$ cat src/rtl/updn_pkg.sv
package updn_pkg;
  typedef enum logic {
    DIR_UP = 1'b0,
    DIR_DN = 1'b1
  } dir_e;

  typedef enum logic {
    POL_WRAP  = 1'b0,
    POL_CLAMP = 1'b1
  } pol_e;
endpackage

$ cat src/rtl/updn_rst_sync.sv
module updn_rst_sync #(
  parameter int STAGES = 2
) (
  input  logic clk,
  input  logic rst_n,
  output logic rst_sync_n
);
  logic [STAGES-1:0] sync_q;

  always_ff @(posedge clk or negedge rst_n) begin
    if (!rst_n) begin
      sync_q <= '0;
    end else begin
      sync_q <= {sync_q[STAGES-2:0], 1'b1};
    end
  end

  assign rst_sync_n = sync_q[STAGES-1];
endmodule

$ cat src/rtl/updn_toggle_gen.sv
// Per-bit toggle mask. The least significant bit toggles on every step.
// A higher bit toggles when all bits below it are 1 (counting up)
// or all bits below it are 0 (counting down).
module updn_toggle_gen
  import updn_pkg::*;
#(
  parameter int WIDTH = 3
) (
  input  logic [WIDTH-1:0] cur,
  input  dir_e             dir,
  output logic [WIDTH-1:0] tmask
);
  for (genvar i = 0; i < WIDTH; i++) begin : g_bit
    if (i == 0) begin : g_lsb
      assign tmask[i] = 1'b1;
    end else begin : g_upper
      assign tmask[i] = (dir == DIR_UP) ? (&cur[i-1:0]) : ~(|cur[i-1:0]);
    end
  end
endmodule

$ cat src/rtl/updn_limit.sv
// Decides whether the counter must hold because it is clamped at an end.
module updn_limit
  import updn_pkg::*;
#(
  parameter int WIDTH = 3
) (
  input  logic [WIDTH-1:0] cur,
  input  dir_e             dir,
  input  pol_e             pol,
  output logic             hold
);
  logic at_top;
  logic at_bot;

  assign at_top = &cur;
  assign at_bot = ~(|cur);

  always_comb begin
    hold = 1'b0;
    if (pol == POL_CLAMP) begin
      hold = (dir == DIR_UP) ? at_top : at_bot;
    end
  end
endmodule

$ cat src/rtl/updn_ctr.sv
module updn_ctr
  import updn_pkg::*;
#(
  parameter int WIDTH = 3
) (
  input  logic             clk,
  input  logic             rst_n,
  input  logic             dir_dn,
  input  logic             sat_mode,
  output logic [WIDTH-1:0] count
);
  logic             rst_sync_n;
  dir_e             dir;
  pol_e             pol;
  logic [WIDTH-1:0] tmask;
  logic             hold;
  logic             cnt_en;
  logic [WIDTH-1:0] cnt_q;
  logic [WIDTH-1:0] cnt_d;

  assign dir = dir_e'(dir_dn);
  assign pol = pol_e'(sat_mode);

  updn_rst_sync #(.STAGES(2)) i_rst_sync (
    .clk        (clk),
    .rst_n      (rst_n),
    .rst_sync_n (rst_sync_n)
  );

  updn_toggle_gen #(.WIDTH(WIDTH)) i_toggle (
    .cur   (cnt_q),
    .dir   (dir),
    .tmask (tmask)
  );

  updn_limit #(.WIDTH(WIDTH)) i_limit (
    .cur  (cnt_q),
    .dir  (dir),
    .pol  (pol),
    .hold (hold)
  );

  // Next-state logic
  always_comb begin
    cnt_en = ~hold;
    cnt_d  = cnt_q ^ tmask;
  end

  // State register with explicit clock enable
  always_ff @(posedge clk or negedge rst_sync_n) begin
    if (!rst_sync_n) begin
      cnt_q <= '0;
    end else if (cnt_en) begin
      cnt_q <= cnt_d;
    end
  end

  assign count = cnt_q;
endmodule

$ cat config.mk
export PLATFORM = sky130hd
export DESIGN_NAME = updn_ctr
export DESIGN_NICKNAME = d
export VERILOG_FILES = /design/src/rtl/updn_pkg.sv /design/src/rtl/updn_rst_sync.sv /design/src/rtl/updn_toggle_gen.sv /design/src/rtl/updn_limit.sv /design/src/rtl/updn_ctr.sv
export SDC_FILE = /design/constraint.sdc
export NUM_CORES = 1
export LEC_CHECK = 0
export BUFFER_PORTS_ARGS = -buffer_cell sky130_fd_sc_hd__buf_2
export CORE_AREA = 2 2 39 41
export DETAILED_ROUTE_END_ITERATION = 8
export DIE_AREA = 0 0 41 43
export PLACE_DENSITY = 0.41
export REMOVE_ABC_BUFFERS = 1
export SYNTH_ARGS = -nofsm -noshare
export SYNTH_HDL_FRONTEND = slang
export SYNTH_SLANG_ARGS = --single-unit
$ cat constraint.sdc
create_clock -name clk -period 0.8 [get_ports clk]
set_input_delay 0.16 -clock clk [delete_from_list [all_inputs] [get_ports clk]]
set_output_delay 0.16 -clock clk [all_outputs]
set_load 0.02 [all_outputs]
* After elaboration in Yosys (flattened, before gate mapping)
Cells that the tools add are included.
W data, S select, Z words.
** Operators by class
- Bitwise logic cells :: 4
- Reductions and logical operators :: 4
- Mux-type cells :: 4
** Operators with widths (number)
- $mux W1 :: 4
- $not A1 Y1 :: 3
- $reduce_and A3 Y1 :: 1
- $reduce_or A3 Y1 :: 1
- $xor A3 B3 Y3 :: 1
- $reduce_and A2 Y1 :: 1
- $reduce_or A2 Y1 :: 1
** Word-level totals
- Input port bits :: 4
- Word-level logic and storage cells :: 14
- Output and inout bits :: 3
- Flip-flop bits (word level) :: 5

* Depth between registers and ports, before layout
- Depth in word-level cells :: 4
- Mapped depth :: 4
- Mapped depth without buffers :: 3

* Modules after synthesis
From an unflattened synthesis, not the netlist that was laid out.
** Second synthesis, totals
- Cells, all modules :: 21
- Area total of the unflattened synthesis :: 250.2 µm²
** Modules (own cells, without submodules)
- updn_ctr :: sequential area each 75.1 µm², cells each 9, times used 1, area an instance 127.6 µm²
- updn_rst_sync :: sequential area each 50.0 µm², cells each 3, times used 1, area an instance 53.8 µm²
- updn_toggle_gen :: sequential area each 0.0 µm², cells each 6, times used 1, area an instance 42.5 µm²
- updn_limit :: sequential area each 0.0 µm², cells each 3, times used 1, area an instance 26.3 µm²

* Worst setup path before layout
OpenSTA, ideal clock, no wires.
- Kind :: register to register
- Start point :: reg cnt_q[0] (netlist: count[0])
- End point :: reg cnt_q[1] (netlist: count[1])
- Period minus slack after synthesis :: 1380 ps
- Library setup time :: 129 ps
- Slack :: -580 ps
- Stages on the path, launching flop included :: 5
- Arrival :: 1251 ps
- Data required time :: 671 ps
- Path buffers :: 1
- Cell sequence :: dfrtp_1 buf_6 or4b_4 o21ai_2 a211oi_2
** Between the ends
- Longest elaborated chain between the ends :: 4
- Elaborated cells on any way between the ends :: 8
- Those cells by class :: mux (3); bitwise (3); reduce/logical (2)
** Ends and longest elaborated chain
- start: declaration :: line updn_ctr.sv:18 : logic [WIDTH-1:0] cnt_q;
- start signal: assignment :: line updn_ctr.sv:54 : cnt_q <= cnt_d;
- $reduce_or A3 Y1 :: line updn_limit.sv:16 : assign at_bot = ~(|cur);
- $not A1 Y1 :: line updn_limit.sv:16
- $mux W1 :: line updn_limit.sv:21 : hold = (dir == DIR_UP) ? at_top : at_bot;
- $mux W1 :: line updn_limit.sv:20 : if (pol == POL_CLAMP) begin
Parallel ways exist; a longest one is shown, timed or not.
A chain may end at the register's enable or synchronous reset.

* Worst setup path after layout
- Start point :: reg cnt_q[1] (netlist: count[1])
- End point :: reg cnt_q[1] (netlist: count[1])
Same word-level chain as after synthesis.

==> results_dict.tcl <==
set metrics [dict create \
    drive_gt1_share_pct 55.6 \
    clk_latency_ns 0.24 \
    grt_usage_pct 10.3 \
    p_int_mw 1.16 \
    grt_pass1_vias 278 \
    p_leak_nw 0.205 \
    die_w_um 41 \
    powerDensity_nw_per_um2 4030 \
    startpoint_type "flip-flop" \
    place_congestion 0.601 \
    endpoint "count[1]" \
    holdWs_ns 0.0309 \
    grt_pass1_wl_mm 1.12 \
    fmax_mhz 855 \
    layout_commonest_cell "buf_4" \
    period_needed_ns 1.17 \
    rr_worst_depth 3 \
    cp_slowest_cell "or4b_4" \
    vdd_drop_max_v 0.00132 \
    area_growth_pct 61.3 \
    syn_inst 27 \
    antenna_found_initial 0 \
    grt_max_degree 8 \
    crit_chain "or4b_4 > o21ai_2 > a211oi_2" \
    cts.path.max_buffers 2 \
    crit_path_end_kind "flip-flop" \
    final_cell_mix "buf_4 (7), dfrtp_1 (5), buf_6 (5)" \
    cts_buffers 3 \
    r2r_start "count[1]" \
    fillCellCount 158 \
    worst-r2r-setup-slack_ns -0.37 \
    finalCritPeriodShare_pct 146 \
    power_mw 1.87 \
    rows 14 \
    multi_input_area_um2 151 \
    status "finished, violations left" \
    antenna_cells 0 \
    p_seq_share_pct 21.9 \
    wl_per_cell_um 12.0 \
    p_comb_share_pct 62.6 \
    overflow 0 \
    setup_viol 6 \
    ys_warn_count 0 \
    ctsRootBufferMaster "clkbuf_4" \
    dp_hpwl_um 497 \
    worstSetupStartpoint "count[1]" \
    die_area_um2 1760 \
    core_um2 1380 \
    critPathMaxFanout 4 \
    wirelength_um 731 \
    syn_area_per_cell_um2 10.7 \
    finalHoldViolCount 0 \
    final_cells 61 \
    netlist_area_um2 288 \
    clock_sinks 5 \
    synthDistinctLibCells 21 \
    r2r-end "count[1]" \
    ys_seq_area_share_pct 43.5 \
    drv_cap 0 \
    seqCellArea_um2 125 \
    ant_nets 0 \
    cts.clk_slew.worst_paths_ns 0.05 \
    slowest_delay_ns 0.52 \
    viasPerCell 4.44 \
    htreeDepth 1 \
    die_h_um 43 \
    skew_ns 0.00564 \
    drt_first_pass_iters 2 \
    dp_cells 53 \
    arrival_ns 1.29 \
    drc_errors 0 \
    rsz0062_at_grt "yes" \
    p_sw_share_pct 38.2 \
    violations "negative setup slack" \
    num-nets-final 50 \
    switching_power_uw 715 \
    drtIter0Drc 2 \
    worstSetupPathType "reg2reg" \
    worst_ep_required_time_ns 0.92 \
    cts_tree "yes" \
    ioPinCount 7 \
    start_util_pct 20.8 \
    finalWorstSetupSlack_ns -0.370 \
    fin_tns_setup_ns -1.82 \
    synth-seq-cells 5 \
    maxSlewViolCount 0 \
    clkPwrFrac_pct 15.4 \
    min-delay-path-class "reg2async" \
    port_buffers 6 \
    num_vias 271 \
]
## cell families after synthesis
family	synth area share, %
buffers and inverters	9.13
xor gates and xnor gates	3.04
DFF	43.5
other	1.30
and+or+nand+nor	21.3
AOI/OAI and AO/OA	21.7
## worst max-delay path: cells and delay by family (launching register included)
kind	cells	cell delay (ns)
AO/OA/AOI/OAI	2	0.11
AND/OR/NAND/NOR	1	0.52
flip-flops	1	0.40
## through the flow
stage	util [%]	setup WS (ns)	instance area, um^2
final	33.5	-0.370	464
after global routing	33.5	-0.399	464
after CTS	32.8	-0.370	454
after detailed placement	26.3	-0.362	364
after global placement	26.3	-0.344	364
after floorplan	-	-0.571	269
## cell usage after synthesis
cell | instances | area share [%]
buf_4 | 1 | 2.6
nor3b_1 | 1 | 2.6
a211oi_2 | 1 | 4.3
xor2_1 | 1 | 3.0
nor4_1 | 1 | 2.2
a2bb2oi_1 | 1 | 3.0
o21ai_2 | 1 | 3.0
nand4bb_1 | 1 | 3.9
nand3_1 | 1 | 1.7
nand2_1 | 1 | 1.3
a311oi_1 | 1 | 3.0
conb_1 | 1 | 1.3
a31oi_1 | 1 | 2.2
inv_1 | 2 | 2.6
or3b_2 | 1 | 3.0
or4b_4 | 1 | 4.8
dfrtp_1 | 5 | 43
o21ai_0 | 2 | 3.5
nor3_1 | 1 | 1.7
buf_6 | 1 | 3.9
a211oi_1 | 1 | 2.6
## power groups by stage
stage / logic (mW) / clock network [mW] / registers [mW]
4_1_cts: 1.10 / 0.302 / 0.406
3_3_place_gp: 0.818 / 0 / 0.397
6_report: 1.17 / 0.289 / 0.410
3_5_place_dp: 0.842 / 0 / 0.400
2_1_floorplan: 0.285 / 0 / 0.604
5_1_grt: 1.25 / 0.319 / 0.423
## worst min path at each step
stage                               from              endpoint  slack, ns  depth (start not counted)
floorplan                          rst_n  i_rst_sync.sync_q[0]      -0.14                          0
global placement                   rst_n  i_rst_sync.sync_q[0]      -0.06                          1
detailed placement                 rst_n  i_rst_sync.sync_q[0]      -0.05                          1
CTS                 i_rst_sync.sync_q[1]              count[0]       0.04                          0
global route        i_rst_sync.sync_q[1]              count[0]       0.06                          0
finish              i_rst_sync.sync_q[1]              count[0]       0.03                          0
## routing by layer
metal	GRT usage (%)	vias up	wire, um
met5	0	-	0
met4	8.00	0	0
met3	4.71	0	49
li1	-	136	-
met1	8.22	128	251
met2	17.5	7	430
## flip-flops by register name (all words and copies together) (netlist names)
name	cells
count	3
i_rst_sync.sync_q	2
## repair_timing
item / in CTS / in global routing
pin swaps: 4 / 2
gates resized for setup: 9 / 4
endpoints found under the hold margin: 2 / 0
hold buffers: 1 / 0
setup buffers: 3 / 0
endpoints found under the setup margin: 6 / 6
## final cells by class
type | count | share of cell area, %
inverter | 2 | 1.62
clock buffer | 4 | 5.66
tap | 16 | 4.31
timing repair buffer | 16 | 28.8
sequential | 5 | 27.0
multi-input combinational | 18 | 32.6
(Power assumes the default switching activity.)
